`src/rtl/tone_wake_detect.sv`:
```
module tone_wake_detect #(
  parameter int PRESCALE  = 256,
  parameter int RUN_TICKS = 128
) (
  input  logic clk,
  input  logic rst,
  input  logic shutdown,
  input  logic data_in,
  output logic wake_n
);
  localparam int PW = (PRESCALE > 1) ? $clog2(PRESCALE) : 1;
  localparam int RW = (RUN_TICKS > 1) ? $clog2(RUN_TICKS) : 1;

  logic [1:0]    sync_q;
  logic [PW-1:0] pre_q;
  logic [RW-1:0] run_q;
  logic          armed_q;
  logic          tone, tick, run_full;

  assign tone     = sync_q[1];
  assign tick     = (pre_q == PW'(PRESCALE - 1));
  assign run_full = (run_q == RW'(RUN_TICKS - 1));
  assign wake_n   = ~armed_q;

  always_ff @(posedge clk) begin
    if (rst) sync_q <= '0;
    else     sync_q <= {sync_q[0], data_in};
  end

  always_ff @(posedge clk) begin
    if (rst || shutdown) pre_q <= '0;
    else if (tick)       pre_q <= '0;
    else                 pre_q <= pre_q + 1'b1;
  end

  always_ff @(posedge clk) begin
    if (rst || shutdown) begin
      run_q   <= '0;
      armed_q <= 1'b0;
    end else if (armed_q) begin
      run_q <= '0;
      if (!tone) armed_q <= 1'b0;
    end else if (!tone) begin
      run_q <= '0;
    end else if (tick) begin
      if (run_full) begin
        armed_q <= 1'b1;
        run_q   <= '0;
      end else begin
        run_q <= run_q + 1'b1;
      end
    end
  end
endmodule

```
`config.mk`:
```
export PLATFORM = sky130hd
export DESIGN_NAME = tone_wake_detect
export DESIGN_NICKNAME = d
export VERILOG_FILES = /design/src/rtl/tone_wake_detect.sv
export SDC_FILE = /design/constraint.sdc
export NUM_CORES = 1
export LEC_CHECK = 0
export ABC_AREA = 0
export ABC_CLOCK_PERIOD_IN_PS = 1420
export BUFFER_PORTS_ARGS = -buffer_cell sky130_fd_sc_hd__buf_4
export CAP_MARGIN = 20
export CORE_ASPECT_RATIO = 0.75
export CORE_MARGIN = 5
export CORE_UTILIZATION = 30
export DETAILED_ROUTE_END_ITERATION = 10
export SLEW_MARGIN = 20
export SYNTH_ARGS = -nofsm -noshare
export SYNTH_HDL_FRONTEND = slang
export SYNTH_SLANG_ARGS = --single-unit
```
`constraint.sdc`:
```
create_clock -name clk -period 1.42 [get_ports clk]
set_clock_uncertainty 0.05 [all_clocks]
set_input_delay 0.284 -clock clk [delete_from_list [all_inputs] [get_ports clk]]
set_output_delay 0.284 -clock clk [all_outputs]
set_load 0.02 [all_outputs]
```
; ---- Word level (Yosys, flattened, before mapping)
; Cells that the tools add are included.
[totals]
register_bits = 18
input_bits = 4
out_inout_bits = 1
wordCells = 19
[op_classes]
addsub = 2
eq_ne = 2
muxes = 6
bitwise = 2
reduce_logical = 3
[op_table]
columns = op, n
row1 = $add A8 B1 Y8 const B, 1
row2 = $eq A8 B8 Y1 const B, 1
row3 = $add A7 B1 Y7 const B, 1
row4 = $eq A7 B7 Y1 const B, 1
row5 = $mux W7, 1
row6 = $mux W1, 5
row7 = $reduce_or A3 Y1, 1
row8 = $not A1 Y1, 2
row9 = $reduce_or A2 Y1, 1
row10 = $logic_or A1 B1 Y1, 1

; ---- Longest topological paths before layout
[depth]
ltp_word = 5
ltp_mapped = 5
ltp_nobuf = 5

; ---- Worst setup path after synthesis
; Ideal clock, no wire load.
[synth_path]
path_type = register to register
from = register pre_q[0]
to = register run_q[5]
setup_time_ns = 0.115
t_arrival_ns = 1.304
path_slack_ns = -0.049
path_stages_with_launch = 6
synth_period_minus_slack_ns = 1.469
path_cell_list = dfxtp_1 > ha_1 > nand4_4 > nor2_1 > a41o_2 > nor2_1
[synth_via]
elab_chain_len = 1
[synth_rtl]
columns = item, line
row1 = "start, declared", 15  ; logic [PW-1:0] pre_q;
row2 = "start signal, assigned", 33  ; else pre_q <= pre_q + 1'b1;
row3 = $eq A8 B8 Y1, 21  ; assign tick = (pre_q == PW'(PRESCALE - 1));
row4 = "end signal, assigned", 50  ; run_q <= run_q + 1'b1;
row5 = "end, declared", 16  ; logic [RW-1:0] run_q;
; Every way passes these cells.
; A chain may end at the register's enable or synchronous reset.

; ---- Worst setup path in the final report
[layout_path]
from = register pre_q[1]
to = register run_q[5]
; Same word-level chain as after synthesis.

==> run metrics <==
outcome completed; Die Wd 68.48 um; WP data arrival approximately 1.5 ns; gpl congestion between 0.7 and 0.8; htree depth 1; crit path launch type flop; RSZ-0062 raised after global routing true; CTS sink cnt 18; later-pin clock latency in the skew report 0.29 ns; share of layout cells above drive strength 1 a little under two fifths; via/cell ratio 4.437; post-synth top area cell dfxtp_1; fin cells 135; min-delay worst type input port to flop; synthesized instance count 83; dpl cells 132; Rows 15; starting utilization of the core area 32.28%; R2R Path End run_q[5]; # diodes 0; share of the synthesized area in the top cell type 46.83%; fin crit share 96.48%; global-route wire length before repair about 2.6 mm; Final Setup Violations 0; largest net degree at the start of global routing 10; Worst Path Max Fanout 8; #FFs+latches synth 18; synth top area cells dfxtp_1, xnor2_1, nor2_1, nor4_4, ha_1; Die ar. 3688 um^2; core area 2384 um^2; worst r2r src pre_q[1]; Layout area overhead 33.82%; CTS Buffer Depth 2; CP Capture Type flop; Post-CTS Setup Inserts 0; Final Power 795.5 uW; YS warnings 0; Reg2Reg Depth 5; Die Ht 53.86 um; Leak 0.3574 nW; slew margin rel. 80.90%; Slew Viols, Final 0; Final Net Count 109; register area share after synthesis 46.83%; Power Dens Cells 772.5 nW/um^2; DRC viols 0; vias in the first global route 597; Final Hold Fails 0; Hold Startpoint shutdown; Crit Path Category flop to flop; initial antenna violation count 0; Reg clk slew, reported paths 0.10 ns; TritonCTS buffer count 3; All-Layer GR Usage 9.415%; placed cell areas 927.1 um^2; WL final between 1.5 and 2 mm; Setup WS pre-CTS -0.05281 ns; Slew @ Worst Pin 0.2856 ns; average wire per standard cell roughly 11 um; reg-to-reg slack, setup 0.05 ns; HPWL after DPL ~1.1 mm; Hold Path Sink pre_q[6]; Yosys cell types 17; port bufs 4; CP Data Required Time 1.56 ns; Vias 599; Top Ports 5; fin worst setup slack 0.05003 ns; antenna-violating nets left 0; hold path depth 2; cell area after synthesis 769.5 um^2; post-layout util 43.20%; initial drt markers 18; # Max-Cap Violations 0; WHS 0.09513 ns; syn_nets 89; Sum Neg Setup Slack 0 ns; GRT overflow 0; CTS root buf clkbuf_4; final critical-path required period 1.370 ns; fmax 0.7299 GHz; Post-Layout Inst Area 1030 um^2; TritonRoute pass-1 iters 4; Avg Cell Area, Syn 9.271 um^2; Worst VDD drop 0.0003810 V; CTS tree done
==> cells in the final DEF, fill, tap and decap left out, types with 2 or more instances in the layout <==
| cell type | count |
|---|---|
| clkbuf_4 | 3 |
| inv_1 | 5 |
| nand3_1 | 4 |
| a21oi_1 | 2 |
| nor2_1 | 13 |
| nand4_1 | 2 |
| nor3_1 | 4 |
| dfxtp_2 | 5 |
| xor2_1 | 2 |
| dfxtp_1 | 12 |
| buf_4 | 12 |
| buf_6 | 3 |
| nand2_1 | 6 |
| nor2_2 | 4 |
| nor4_4 | 2 |
| xnor2_1 | 9 |
| nor2b_1 | 2 |
==> logic make-up (layout without fill, tap and decap cells) <==
kind of cell | Yosys count | in the layout | share of synthesized area [%]
AO/OA/AOI/OAI | 5 | 5 | 4.064
flip-flops | 18 | 18 | 46.83
XOR/XNOR | 12 | 12 | 13.66
adder cells (fa/ha/maj) | 2 | 2 | 3.252
AND/OR/NAND/NOR | 41 | 41 | 29.75
buffers and inverters | 5 | 23 | 2.439
==> worst max path at each step <==
stage	cells past startpoint	slack [ns]	start	end
3_3_place_gp	5	-0.02	pre_q[0]	run_q[3]
6_report	5	0.05	pre_q[1]	run_q[5]
3_5_place_dp	5	-0.05	pre_q[0]	run_q[3]
4_1_cts	6	0.02	pre_q[0]	pre_q[5]
2_1_floorplan	5	0.002	pre_q[0]	run_q[6]
5_1_grt	5	-0.04	pre_q[1]	run_q[5]
==> power by group <==
part           total, mW  leakage, nW  switching (mW)  internal, mW
registers          0.512        0.149         0.00352         0.508
clock network      0.251       0.0138           0.152        0.0986
logic             0.0327        0.195          0.0135        0.0192
total              0.795        0.357           0.169         0.626
==> cell type report <==
type / count / area (um^2)
Clock buffer: 3 / 22.52
Timing Repair Buffer: 15 / 123.9
Inverter: 5 / 18.77
Tap cell: 34 / 42.54
Sequential cell: 18 / 370.4
Fill cell: 239 / 1354
Multi-Input combinational cell: 60 / 451.7
==> Yosys cell counts <==
| cell | n |
|---|---|
| nand4_4 | 1 |
| nor4_4 | 2 |
| nor2_1 | 18 |
| a41o_2 | 1 |
| nor3_1 | 5 |
| inv_1 | 5 |
| xor2_1 | 2 |
| nand3_1 | 5 |
| nand2_1 | 6 |
| o21ai_1 | 1 |
| dfxtp_1 | 18 |
| nand4_1 | 2 |
| a21oi_1 | 2 |
| o21ai_0 | 1 |
| xnor2_1 | 10 |
| ha_1 | 2 |
| nor2b_1 | 2 |
==> flip-flops by register name, indices dropped and copies added (netlist names) <==
| signal | flops |
|---|---|
| armed_q | 1 |
| pre_q | 8 |
| run_q | 7 |
| sync_q | 2 |
==> timing repair <==
| item | in CTS | in global routing |
|---|---|---|
| hold buffers | 0 | 0 |
| pin swaps | 2 | 5 |
| gates resized for setup | 5 | 17 |
| endpoints found under the setup margin | 15 | 14 |
==> metal layers <==
metal | routed length [um] | vias to the layer above | track usage (%) | share of wire, %
met4 | 12 | 0 | 0.9901 | 0.79
li1 | - | 314 | - | -
met2 | 676 | 10 | 15.21 | 45
met1 | 761 | 273 | 12.19 | 50
met3 | 66 | 2 | 3.758 | 4.4
met5 | 0 | - | 0 | 0
==> critical path, stage by stage (launching register included) <==
cell     delay (ns)
dfxtp_2        0.37
ha_4           0.15
nand4_4        0.18
nor4_4         0.31
xnor2_1        0.15
nor2_1         0.05
Note: power is estimated with default switching activity, not from simulation.
